--- config.mk ---
export PLATFORM = sky130hd
export DESIGN_NAME = sid_router
export DESIGN_NICKNAME = d
export VERILOG_FILES = /design/src/rtl/sid_route_pkg.sv /design/src/rtl/sid_route_table.sv /design/src/rtl/sid_route_prio.sv /design/src/rtl/sid_route_steer.sv /design/src/rtl/sid_router.sv
export SDC_FILE = /design/constraint.sdc
export NUM_CORES = 1
export LEC_CHECK = 0
export BUFFER_PORTS_ARGS = -buffer_cell sky130_fd_sc_hd__buf_2
export CAP_MARGIN = 5
export CORE_AREA = 2 2 205 207
export DETAILED_ROUTE_END_ITERATION = 8
export DIE_AREA = 0 0 207 209
export RECOVER_POWER = 50
export SETUP_SLACK_MARGIN = 0.02
export SLEW_MARGIN = 25
export SYNTH_ARGS = -nofsm -noshare
export SYNTH_HDL_FRONTEND = slang
export SYNTH_SLANG_ARGS = --single-unit
--- constraint.sdc ---
create_clock -name clk -period 7.4 [get_ports clk]
set_input_delay 0 -clock clk [delete_from_list [all_inputs] [get_ports clk]]
set_output_delay 0 -clock clk [all_outputs]
set_load 0.1 [all_outputs]
--- src/rtl/sid_route_pkg.sv ---
package sid_route_pkg;
   localparam int ID_W  = 16;
   localparam int CFG_W = 32;

   typedef struct packed {
      logic [ID_W-1:0] id;
      logic [15:0]     entry;
   } cfg_word_t;
endpackage

--- src/rtl/sid_route_table.sv ---
module sid_route_table
   import sid_route_pkg::*;
#(
   parameter int NUM_CH     = 6,
   parameter int CFG_ADDR_W = 20,
   parameter logic [CFG_ADDR_W-1:0] TBL_ADDR = 20'h00500,
   localparam int CH_W = $clog2(NUM_CH)
) (
   input  logic                  clk,
   input  logic                  rst,
   input  logic                  cfg_wr,
   input  logic [CFG_ADDR_W-1:0] cfg_addr,
   input  logic [CFG_W-1:0]      cfg_wdata,
   input  logic [ID_W-1:0]       key,
   output logic [NUM_CH-1:0]     hit
);
   cfg_word_t cw;
   logic      wr_ok;
   logic [ID_W-1:0] tbl [NUM_CH];

   assign cw    = cfg_word_t'(cfg_wdata);
   assign wr_ok = cfg_wr && (cfg_addr == TBL_ADDR) && (cw.entry < 16'(NUM_CH));

   for (genvar g = 0; g < NUM_CH; g++) begin : g_ent
      always_ff @(posedge clk) begin
         if (rst)
            tbl[g] <= ID_W'(g);
         else if (wr_ok && (cw.entry[CH_W-1:0] == CH_W'(g)))
            tbl[g] <= cw.id;
      end
      assign hit[g] = (tbl[g] == key);
   end
endmodule

--- src/rtl/sid_route_prio.sv ---
module sid_route_prio #(
   parameter int N = 6,
   localparam int W = $clog2(N)
) (
   input  logic [N-1:0] req,
   output logic         any,
   output logic [W-1:0] idx
);
   always_comb begin
      any = 1'b0;
      idx = '0;
      for (int i = N - 1; i >= 0; i--) begin
         if (req[i]) begin
            any = 1'b1;
            idx = W'(i);
         end
      end
   end
endmodule

--- src/rtl/sid_route_steer.sv ---
module sid_route_steer #(
   parameter int NUM_CH = 6,
   localparam int CH_W = $clog2(NUM_CH)
) (
   input  logic              clk,
   input  logic              rst,
   input  logic              hit_any,
   input  logic [CH_W-1:0]   hit_idx,
   input  logic              s_tvalid,
   input  logic              s_tlast,
   output logic              s_tready,
   output logic [NUM_CH-1:0] m_tvalid,
   input  logic [NUM_CH-1:0] m_tready,
   output logic              pkt_open,
   output logic              pkt_drop,
   output logic [CH_W-1:0]   pkt_chan
);
   logic [CH_W-1:0]   cur_sel;
   logic              cur_drop;
   logic [NUM_CH-1:0] sel_oh;
   logic              xfer;

   assign cur_sel  = pkt_open ? pkt_chan : hit_idx;
   assign cur_drop = pkt_open ? pkt_drop : !hit_any;

   for (genvar g = 0; g < NUM_CH; g++) begin : g_lane
      assign sel_oh[g]   = (cur_sel == CH_W'(g));
      assign m_tvalid[g] = s_tvalid && !cur_drop && sel_oh[g];
   end

   assign s_tready = cur_drop || (|(sel_oh & m_tready));
   assign xfer     = s_tvalid && s_tready;

   always_ff @(posedge clk) begin
      if (rst) begin
         pkt_open <= 1'b0;
         pkt_drop <= 1'b0;
         pkt_chan <= '0;
      end else if (xfer) begin
         pkt_open <= !s_tlast;
         pkt_drop <= cur_drop;
         pkt_chan <= cur_sel;
      end
   end
endmodule

--- src/rtl/sid_router.sv ---
module sid_router
   import sid_route_pkg::*;
#(
   parameter int DATA_W     = 64,
   parameter int NUM_CH     = 6,
   parameter int CFG_ADDR_W = 20,
   parameter logic [CFG_ADDR_W-1:0] TBL_ADDR = 20'h00500
) (
   input  logic                     clk,
   input  logic                     rst,
   input  logic                     cfg_wr,
   input  logic [CFG_ADDR_W-1:0]    cfg_addr,
   input  logic [31:0]              cfg_wdata,
   input  logic [DATA_W-1:0]        s_tdata,
   input  logic                     s_tvalid,
   input  logic                     s_tlast,
   output logic                     s_tready,
   output logic [NUM_CH*DATA_W-1:0] m_tdata,
   output logic [NUM_CH-1:0]        m_tvalid,
   output logic [NUM_CH-1:0]        m_tlast,
   input  logic [NUM_CH-1:0]        m_tready
);
   localparam int CH_W = $clog2(NUM_CH);

   if (NUM_CH < 2 || NUM_CH > 64) begin : g_bad_ch
      $error("sid_router: NUM_CH must lie in 2..64");
   end
   if (DATA_W < ID_W) begin : g_bad_w
      $error("sid_router: DATA_W narrower than the ID field");
   end

   logic [NUM_CH-1:0] hit;
   logic              hit_any;
   logic [CH_W-1:0]   hit_idx;
   logic              pkt_open, pkt_drop;
   logic [CH_W-1:0]   pkt_chan;

   sid_route_table #(
      .NUM_CH(NUM_CH), .CFG_ADDR_W(CFG_ADDR_W), .TBL_ADDR(TBL_ADDR)
   ) u_tbl (
      .clk(clk), .rst(rst), .cfg_wr(cfg_wr), .cfg_addr(cfg_addr),
      .cfg_wdata(cfg_wdata), .key(s_tdata[ID_W-1:0]), .hit(hit)
   );

   sid_route_prio #(.N(NUM_CH)) u_prio (
      .req(hit), .any(hit_any), .idx(hit_idx)
   );

   sid_route_steer #(.NUM_CH(NUM_CH)) u_steer (
      .clk(clk), .rst(rst), .hit_any(hit_any), .hit_idx(hit_idx),
      .s_tvalid(s_tvalid), .s_tlast(s_tlast), .s_tready(s_tready),
      .m_tvalid(m_tvalid), .m_tready(m_tready),
      .pkt_open(pkt_open), .pkt_drop(pkt_drop), .pkt_chan(pkt_chan)
   );

   assign m_tdata = {NUM_CH{s_tdata}};
   assign m_tlast = {NUM_CH{s_tlast}};
endmodule

### After elaboration in Yosys (flattened, before gate mapping)

Memories as Yosys holds them, arrays and structs flattened.
Index checks and enable logic that the tools add are counted.

* register bits: 5
* RAM bits: 96
* input bits: 127
* memories: 1

* magnitude comparators: 1
* equal/unequal tests: 17
* mux-type cells: 40
* bitwise logic cells: 7
* reduce and logical (&&, ||, !) cells: 23

Memory list
* u_tbl.tbl: words 6, width 16, rd ports 6, clocked after Yosys merged registers in 0, write ports 6, line sid_route_table.sv:19 `logic [ID_W-1:0] tbl [NUM_CH];`

Operators by type and width (count)
* $eq A16 B16 Y1: 6
* $mux W16: 6
* $mux W1: 27
* $mux W3: 7
* $eq A20 B11 Y1 const B: 1
* $logic_and A1 B1 Y1: 16
* $lt A16 B3 Y1 const B: 1
* $eq A3 B2 Y1 const B: 4
* $eq A3 B3 Y1 const B: 4
* $and A6 B6 Y6: 1
* $eq A3 B1 Y1 const B: 2
* $logic_not A3 Y1: 2
* $or A1 B1 Y1: 6
* $reduce_or A6 Y1: 1
* $logic_not A1 Y1: 3
* $logic_or A1 B1 Y1: 1

### Logic depth before layout (Yosys ltp)

* word-level depth: 13
* mapped depth: 10
* gate-level depth less buffers: 9

### Cells and area by module

A second synthesis with hierarchy kept.

* cell total of the unflattened synthesis: 965
* area total of the unflattened synthesis: 8889.8 um^2

By module, submodules not included
* sid_route_table: times used 1, cells an instance 511, area an instance 5475.3 um^2
* sid_router: times used 1, cells an instance 390, area an instance 2927.8 um^2
* sid_route_steer: times used 1, cells an instance 54, area an instance 429.2 um^2
* sid_route_prio: times used 1, cells an instance 10, area an instance 57.6 um^2

### Worst setup path before layout

No wires, ideal clock.

* kind: reg-to-output
* from: memory u_tbl.tbl[3][11] (netlist: u_tbl.tbl[1][27])
* to: output port m_tvalid[1]
* arrival time: 3.122 ns
* slack: 4.278 ns
* stages on the path, launching flop included: 10
* buffers on the path: 0
* cells stage by stage: edfxtp_1 -> xnor2_1 -> nand4_1 -> nor4_2 -> and4b_1 -> nand2_1 -> o21ai_0 -> nor2_1 -> nand3_1 -> nor2b_1

RTL lines
* start, declared: line sid_route_table.sv:19
* end, declared: line sid_router.sv:19 `output logic [NUM_CH-1:0] m_tvalid,`

==> results.yml <==
yosys:
  synth-edff-count: 96
  synth_cell_types: 49
  synthArstFlopShare: 0
  synth_top_area_share: 0.357
  postSynthCellCount: 828
  synth_seq_area_share: 0.356
  synth_seq_cells: 101
  ys.flop_type: "edfxtp_1"
  netlist_area_mm2: 0.00838
  ys_warn_count: 0
  syn_nets: 955
  yosys.area.top_type: "buf_4"
  synth.avg_cell_area_um2: 10.1
  yosys-top-cells-area: "buf_4, edfxtp_1, and2_1, xor2_1, xnor2_1"
timing:
  rsz0062_at_grt: "false"
  max_freq_mhz: 289
  hold_violations: 0
  max_slew.worst_pin.slew_ns: 1.17
  slew_headroom: 0.226
  fin_tns_setup_ns: 0
  setup_viol: 0
  period_share: 0.468
  slew_violations: 0
  fin_skew_ns: 0.00741
  layout_setup_ws_ns: 3.94
  period_needed_ns: 3.46
floorplanning:
  io_pins: 524
  core_mm2: 0.0413
  rows: 75
  start_util: 0.203
  die_area_mm2: 0.0433
  die_w_um: 207
  die_y_um: 209
worst_setup_path:
  path_max_fanout: 5
  crit_path_end_kind: "flop"
  path_cells: "xor2_1 -> nor4_1 -> nand4_1 -> nand2_1 -> a32oi_1 -> o311ai_2 -> a21oi_4 -> a21o_4 -> a221oi_2 -> dlygate4sd3_1"
  cp_num_buf_inv: 1
  crit_arrival_ns: 3.75
  timing.rr.start: "u_tbl.tbl[2][1]"
  timing_worst_setup_path_type: "reg -> reg"
  ff2ff_setup_slack_ns: 3.94
  r2r_cells: 10
  slowest_stage: "nor4_1"
  startpoint_type: "flop"
  crit_family: "compound AO/OA/AOI/OAI gates"
  crit_required_ns: 7.69
  crit_path_max_incr_delay_ns: 0.64
  r2r-end: "u_steer.pkt_open"
grt:
  grt_pass1_vias: 4140
  grt_max_degree: 18
  globalRouteTotalUtil: 0.0891
  gr-total-overflow: 0
  grt_first_pass_wirelength_mm: 28.3
  grt_antenna_before_repair: 0
layout:
  layout_commonest_cell: "buf_2"
  final_nets: 746
  layout_common_cells: "buf_2, edfxtp_1, and2_1"
  n_fill_cell: 4573
  n_antenna_cell: 0
  final_cell_area_mm2: 0.00723
  drive_gt1_frac: 0.348
  area_growth_pct: -13.7
  final_util: 0.175
placement:
  dp_hpwl_mm: 15.7
  place_area_mm2: 0.00690
  portBuffers: 187
  place_congestion: 0.788
  dpl_worst_slack_ns: 4.34
power:
  power.density_mw_per_mm2: 212
  ir_drop_mv: 0.115
  p_leak_nw: 2.71
route:
  vias: 4301
  vias_per_cell: 3.70
  drtIter0Drc: 182
  drt_first_pass_iters: 4
  drc_errors: 0
  ant_nets: 0
  drt_wl_total_mm: 20.2
  routedWlPerCell_um: 17.4
hold_path:
  min_from: "s_tdata[60]"
  min_path_cells: 0
  hold_class: "in -> out"
  worstHoldEndpoint: "m_tdata[188]"
cts:
  insertion_delay_ns: 0.35
  numCtsBuffers: 9
  cts_buffer_depth: 2
  cts.sinks: 101
  post_cts_buffers: 0
  cts_tree: "built"
  htreeDepth: 3
  cts.reportedPaths.clkPinSlew_ns: 0.07
  cts_root_buf: "clkbuf_16"
job:
  drv_cap: 0
run_status:
  status: "finished, final reports clean"
## routing by layer
metal,wire [um],track usage
met5,38,0.00667
met4,419,0.0288
met2,10700,0.166
met3,2330,0.0389
met1,6710,0.0879
## cell type report
type	instances	area, um^2	area share
Sequential cell	101	2980	0.413
Tap cell	539	674	0.0933
Clock inverter	7	72.6	0.0100
Inverter	8	30.0	0.00415
Clock buffer	9	225	0.0312
Timing Repair Buffer	194	987	0.137
Multi-Input combinational cell	305	2260	0.312
## worst register-to-register path: stages, from the launching register on
cell,delay [ns]
edfxtp_1,0.38
xor2_1,0.15
nor4_1,0.64
nand4_1,0.28
nand2_1,0.17
a32oi_1,0.23
o311ai_2,0.37
a21oi_4,0.12
a21o_4,0.26
a221oi_2,0.25
dlygate4sd3_1,0.56
## registers in the layout (all words and copies together) (netlist names)
name / flops
u_tbl.tbl: 96
u_steer.pkt_chan: 3
u_steer.pkt_drop: 1
u_steer.pkt_open: 1
## worst max-delay path by stage
stage / from / end / slack [ns] / cells past startpoint
2_1_floorplan: u_tbl.tbl[1][27] / m_tvalid[1] / 4.28 / 9
3_3_place_gp: u_tbl.tbl[2][1] / m_tvalid[1] / 4.37 / 10
3_5_place_dp: u_tbl.tbl[2][1] / m_tvalid[1] / 4.34 / 10
4_1_cts: u_tbl.tbl[2][1] / u_steer.pkt_open / 3.85 / 10
5_1_grt: u_tbl.tbl[2][1] / u_steer.pkt_open / 3.66 / 10
6_report: u_tbl.tbl[2][1] / u_steer.pkt_open / 3.94 / 10
## kinds of logic after synthesis
family,after synthesis,share of synthesized area
flip-flops,101,0.356
XOR/XNOR,96,0.100
buffers and inverters,422,0.375
AND/OR/NAND/NOR,186,0.138
AO/OA/AOI/OAI,21,0.0279
multiplexers,2,0.00254
## cell usage after synthesis, types with 2 or more instances
cell type  count
a221oi_2       4
and2_1        90
buf_4        398
buf_6          8
clkbuf_1       8
dfxtp_1        5
edfxtp_1      96
inv_1          8
nand2_1       17
nand2b_1       2
nand3_1        6
nand4_1       12
nor2_1        12
nor2b_1        3
nor3_1         3
nor4_1        19
nor4_2         5
nor4b_1        2
o21ai_0        2
or3_1          5
xnor2_1       32
xor2_1        64
## through the flow
stage          total power, mW  instances  hold slack (ns)
5_1_grt                   1.58       1163          0.00172
4_1_cts                   1.55       1163          0.00227
3_5_place_dp              1.07       1143          0.00227
6_report                  1.54       1163         0.000324
3_3_place_gp              1.07       1143          0.00227
2_1_floorplan             1.76        828            0.178
## report_power, final
group	switching (mW)	total (mW)	internal [mW]
Combinational	0.318	0.390	0.0717
Sequential	0.0135	0.666	0.653
Clock	0.216	0.480	0.264
## timing repair
| action | in CTS | in global routing |
|---|---|---|
| endpoints found under the setup margin | 0 | 0 |
| hold buffers | 4 | 0 |
| endpoints found under the hold margin | 4 | 0 |
| gates resized for setup | 0 | 0 |
Note: power is estimated with default switching activity, not from simulation.
